[src/rtl/lor_pkg.sv]
package lor_pkg;
    typedef enum logic {
        OP_GET = 1'b0,
        OP_PUT = 1'b1
    } lor_op_e;
endpackage

[src/rtl/lor_ptr.sv]
module lor_ptr #(
    parameter int DEPTH = 16,
    localparam int AW = (DEPTH > 1) ? $clog2(DEPTH) : 1
) (
    input  logic          clk,
    input  logic          rst_n,
    input  logic          adv,
    output logic [AW-1:0] idx
);
    localparam logic [AW-1:0] LAST = AW'(DEPTH - 1);

    typedef struct packed {
        logic [AW-1:0] idx;
    } ptr_state_t;

    ptr_state_t st_d, st_q;

    always_comb begin
        st_d = st_q;
        if (adv) begin
            if (st_q.idx == LAST) st_d.idx = '0;
            else                  st_d.idx = st_q.idx + 1'b1;
        end
    end

    always_ff @(posedge clk) begin
        if (!rst_n) st_q <= '0;
        else        st_q <= st_d;
    end

    assign idx = st_q.idx;
endmodule

[src/rtl/lor_store.sv]
module lor_store #(
    parameter int DEPTH = 16,
    parameter int WIDTH = 8,
    localparam int AW = (DEPTH > 1) ? $clog2(DEPTH) : 1
) (
    input  logic             clk,
    input  logic             we,
    input  logic [AW-1:0]    waddr,
    input  logic [WIDTH-1:0] wdata,
    input  logic [AW-1:0]    raddr,
    output logic [WIDTH-1:0] rdata
);
    logic [WIDTH-1:0] mem_d [DEPTH];
    logic [WIDTH-1:0] mem_q [DEPTH];

    always_comb begin
        for (int i = 0; i < DEPTH; i++) begin
            mem_d[i] = mem_q[i];
            if (we && (waddr == AW'(i))) mem_d[i] = wdata;
        end
    end

    always_ff @(posedge clk) begin
        for (int i = 0; i < DEPTH; i++) mem_q[i] <= mem_d[i];
    end

    assign rdata = mem_q[raddr];
endmodule

[src/rtl/lor_ctrl.sv]
module lor_ctrl
    import lor_pkg::*;
(
    input  logic clk,
    input  logic rst_n,
    input  logic put_valid,
    input  logic get_req,
    input  logic ovf_clear,
    input  logic idx_equal,
    output logic do_put,
    output logic do_get,
    output logic empty,
    output logic full,
    output logic overflow
);
    typedef struct packed {
        lor_op_e last;
        logic    ovf;
    } ctrl_state_t;

    ctrl_state_t st_d, st_q;
    logic        is_full, is_empty, drop;

    assign is_full  = idx_equal && (st_q.last == OP_PUT);
    assign is_empty = idx_equal && (st_q.last == OP_GET);

    always_comb begin
        do_get = get_req && !is_empty;
        do_put = put_valid && (!is_full || do_get);
        drop   = put_valid && !do_put;

        st_d = st_q;
        if (do_put && !do_get)      st_d.last = OP_PUT;
        else if (do_get && !do_put) st_d.last = OP_GET;

        if (drop)           st_d.ovf = 1'b1;
        else if (ovf_clear) st_d.ovf = 1'b0;
    end

    always_ff @(posedge clk) begin
        if (!rst_n) st_q <= '{last: OP_GET, ovf: 1'b0};
        else        st_q <= st_d;
    end

    assign empty    = is_empty;
    assign full     = is_full;
    assign overflow = st_q.ovf;
endmodule

[src/rtl/fifo_lastop_ring.sv]
module fifo_lastop_ring #(
    parameter int DEPTH = 16,
    parameter int WIDTH = 8
) (
    input  logic             clk,
    input  logic             rst_n,
    input  logic             put_valid,
    input  logic [WIDTH-1:0] put_data,
    input  logic             get_req,
    output logic [WIDTH-1:0] get_data,
    input  logic             ovf_clear,
    output logic             empty,
    output logic             full,
    output logic             overflow
);
    localparam int AW    = (DEPTH > 1) ? $clog2(DEPTH) : 1;
    localparam int N_PTR = 2;
    localparam int P_PUT = 0;
    localparam int P_GET = 1;

    logic          adv [N_PTR];
    logic [AW-1:0] idx [N_PTR];
    logic          do_put, do_get;

    assign adv[P_PUT] = do_put;
    assign adv[P_GET] = do_get;

    for (genvar gi = 0; gi < N_PTR; gi++) begin : g_ptr
        lor_ptr #(.DEPTH(DEPTH)) u_ptr (
            .clk   (clk),
            .rst_n (rst_n),
            .adv   (adv[gi]),
            .idx   (idx[gi])
        );
    end

    lor_ctrl u_ctrl (
        .clk       (clk),
        .rst_n     (rst_n),
        .put_valid (put_valid),
        .get_req   (get_req),
        .ovf_clear (ovf_clear),
        .idx_equal (idx[P_PUT] == idx[P_GET]),
        .do_put    (do_put),
        .do_get    (do_get),
        .empty     (empty),
        .full      (full),
        .overflow  (overflow)
    );

    lor_store #(.DEPTH(DEPTH), .WIDTH(WIDTH)) u_store (
        .clk   (clk),
        .we    (do_put),
        .waddr (idx[P_PUT]),
        .wdata (put_data),
        .raddr (idx[P_GET]),
        .rdata (get_data)
    );
endmodule

[config.mk]
export PLATFORM = sky130hd
export DESIGN_NAME = fifo_lastop_ring
export DESIGN_NICKNAME = d
export VERILOG_FILES = /design/src/rtl/lor_pkg.sv /design/src/rtl/lor_ptr.sv /design/src/rtl/lor_store.sv /design/src/rtl/lor_ctrl.sv /design/src/rtl/fifo_lastop_ring.sv
export SDC_FILE = /design/constraint.sdc
export NUM_CORES = 1
export LEC_CHECK = 0
export BUFFER_PORTS_ARGS = -buffer_cell sky130_fd_sc_hd__buf_2
export CORE_MARGIN = 3
export CORE_UTILIZATION = 51
export CTS_CLUSTER_DIAMETER = 150
export DETAILED_ROUTE_END_ITERATION = 12
export PLACE_DENSITY = 0.68
export SLEW_MARGIN = 10
export SYNTH_ARGS = -nofsm -noshare
export SYNTH_HDL_FRONTEND = slang
export SYNTH_SLANG_ARGS = --single-unit
[constraint.sdc]
create_clock -name clk -period 3.1 [get_ports clk]
set_clock_uncertainty 0.2 [all_clocks]
set_input_delay 0.465 -clock clk [delete_from_list [all_inputs] [get_ports clk]]
set_output_delay 0.465 -clock clk [all_outputs]
set_load 0.01 [all_outputs]
==> qor.csv <==
metric,value,unit
Syn Std Cell Area,0.00575,mm²
DR WL/cell,21.3,µm
CP max stage cell,mux4_2,
cells along the critical path,buf_12 -> mux4_2 -> a22oi_1 -> nand2_1 -> buf_2,
Initial DRT Pass Iterations,4,
adder and majority gate portion of the synthesized area,1.31,%
die area,0.0126,mm²
synth warn,0,
"Req. time, crit path",2.43,ns
maximum VDD drop,0.000384,V
Final Max Slew Viols,0,
DR vias,3057,
Leakage,0.00230,µW
"Largest stage delay, worst path",0.54,ns
Yosys top cell by area,edfxtp_1,
Total GRT Usage,18.8,%
Congestion Overflow GR,0,
Initial Util,52.6,%
Crit path arrival time,2.18,ns
CTS tree,yes,
I/O Buffers,23,
"EDFF count, synth",128,
synth top area cells,"edfxtp_1 (67%), mux4_2 (13%), dfxtp_1 (4.9%)",
xor and xnor area share after synthesis,0.870,%
Yosys top cell area share,66.8,%
Area growth syn-to-layout,19.1,%
Sw Pwr,1240,µW
Routed WL,11.1,mm
number of global-route vias before repair,3122,
Final Critical Period,2.85,ns
Final Core Density,62.6,%
first-pass GRT wire length,17.6,mm
post-synthesis compound-gate area fraction,5.05,%
Net Sw Frac,22.8,%
routed vias/inst,5.89,
MaxCap Viol Count,0,
Site Rows,38,
Clock Path Buffers,2,
simple-gate portion of the synthesized area,6.74,%
ANT nets after route,0,
post_cts resized,0,
DP HPWL,7.08,mm
Final Hold Fails,0,
area of the core,0.0109,mm²
Synth async-reset ratio,0,%
period utilization,91.9,%
CTS sink cnt,142,
# fillers,782,
Nets,385,
cts bufs inserted,17,
clk root buf,clkbuf_16,
Worst path top cell family by delay,multiplexers,
share of layout cells above drive strength 1,30.3,%
syn_area_per_cell,18.0,µm²
Internal Dissipation,4210,µW
worst min path class,input port to register,
RSZ-0062 raised after global routing,false,
CP endpoint kind,primary output,
initial antenna violation count,0,
Logic pwr share,17.6,%
Setup Viol. Count Final,0,
Die H,112,µm
H-tree levels,4,
multiplexer share of the synthesized area,12.7,%
Synth Instances,319,
Hold Buf Count CTS,0,
drt drc,0,
Die Width,112,µm
status,completed,
Worst-Margin Slew,0.883,ns
Skew-Pair Late Insertion Delay,0.41,ns
final estimated routing congestion in global placement,0.749,
Crit Path Category,register to primary output,
Rel. slew slack,40.5,%
setup_tns,0,ns
combinational family with the most area after synthesis,multiplexers,
multi-input gate area in the final layout,0.00155,mm²
Reg area,0.00413,mm²
Cell variety after synth,43,
sequential share of the synthesized area,71.7,%
pwr/cell area,795,mW/mm²
f_max,351,MHz
largest net degree at the start of global routing,33,
Post-CTS Setup Inserts,0,
Initial DRC Count,283,
Clock power frac,42.0,%
min setup slack post-route,0.251,ns
num ports,24,
Seq pwr share,40.5,%
"Reg clk slew, reported paths",0.06,ns
#FFs+latches synth,142,
Synthesized Nets,338,
diode count,0,
ys flop type,edfxtp_1,
startpoint types,register,
"worst slack, placed",0.547,ns
"Buf+Inv Stages, Crit Path",2,
Critical Path Fanout Max,32,
[cells by family (layout without fill, tap and decap cells)]
kind of cell | Yosys count | count (layout)
fa+ha+maj | 6 | 6
flops | 142 | 142
buf+inv | 24 | 84
compound gates | 39 | 39
xor+xnor | 4 | 4
simple gates | 71 | 71
mux | 33 | 33
[registers in the layout (all words and copies together), names as in the netlist, named ones only]
register,cells
g_ptr.u_ptr.idx,8
u_ctrl.overflow,1
u_store.mem_q,128
u_ctrl.st_q,1
[final cells by class]
class / count / share of cell area (%)
clock inverters: 13 / 3.53
multi-input cells: 153 / 22.7
repair buffers: 46 / 4.38
well taps: 140 / 2.56
flip-flops and latches: 142 / 60.2
clock buffers: 19 / 6.32
inverters: 6 / 0.329
[synth_stat cells (2+ instances only)]
cell type  number
dfxtp_1        14
nand3b_1        3
nor2b_1         3
a22oi_1        16
o311ai_0        2
nor2_1          9
mux4_2         32
nor4_1          4
nor4_2          2
buf_2           3
clkbuf_1       13
nand2b_1        3
edfxtp_1      128
a21oi_1         5
xor2_2          2
o211ai_1        2
and2_1          3
ha_1            6
buf_1           2
and3_1          3
nand2_1        15
nand4_1         4
nor3_1         12
inv_1           6
nand3_1         6
a31oi_1         4
[power by group through the flow]
stage / Sequential (µW) / Combinational, µW / Clock [µW]
2_1_floorplan: 2230 / 687 / 0
3_3_place_gp: 2240 / 956 / 0
3_5_place_dp: 2240 / 971 / 0
4_1_cts: 2200 / 974 / 2320
5_1_grt: 2210 / 1050 / 2420
6_report: 2200 / 957 / 2290
[per-stage QoR]
stage,std cells,total power (µW),hold WS [ns],instance area (µm²)
after global placement,487,3200,0.324,6180
final,519,5450,0.232,6850
after CTS,519,5500,0.219,6850
after global routing,519,5680,0.240,6850
after detailed placement,487,3210,0.317,6180
after floorplan,319,2920,0.276,5750
[cells in the final DEF, fill, tap and decap left out, types with 4 or more instances in the layout]
cell,instances
bufinv_16,7
nor3_1,12
buf_2,23
mux4_2,32
nor4_2,5
buf_4,22
nand4_1,4
clkbuf_16,17
nor2_1,9
inv_1,6
nand2_1,15
edfxtp_1,128
dfxtp_1,13
a22oi_1,16
a21oi_1,5
nand3_1,6
a31oi_1,4
ha_1,6
[layer usage]
layer  up-vias  share of wire, %  global-route usage (%)
li1       1397                 -                       -
met1      1545                40                    24.2
met2       100                51                    30.8
met3        15               7.1                    5.50
met4         0               1.7                    6.73
met5         -                 0                       0
[path summary, 6_finish.rpt]
path / from / end / slack (ns) / cells past startpoint
max: register / get_data[7] / 0.25 / 5
min reg2reg: g_ptr[1].u_ptr.idx[3] / g_ptr[1].u_ptr.idx[3] / 0.33 / 2
min: put_valid / u_ctrl.overflow / 0.23 / 2
max reg2reg: g_ptr[0].u_ptr.idx[3] / u_store.mem_q[0][2] / 0.52 / 5
Power figures use the tool's default switching activity.
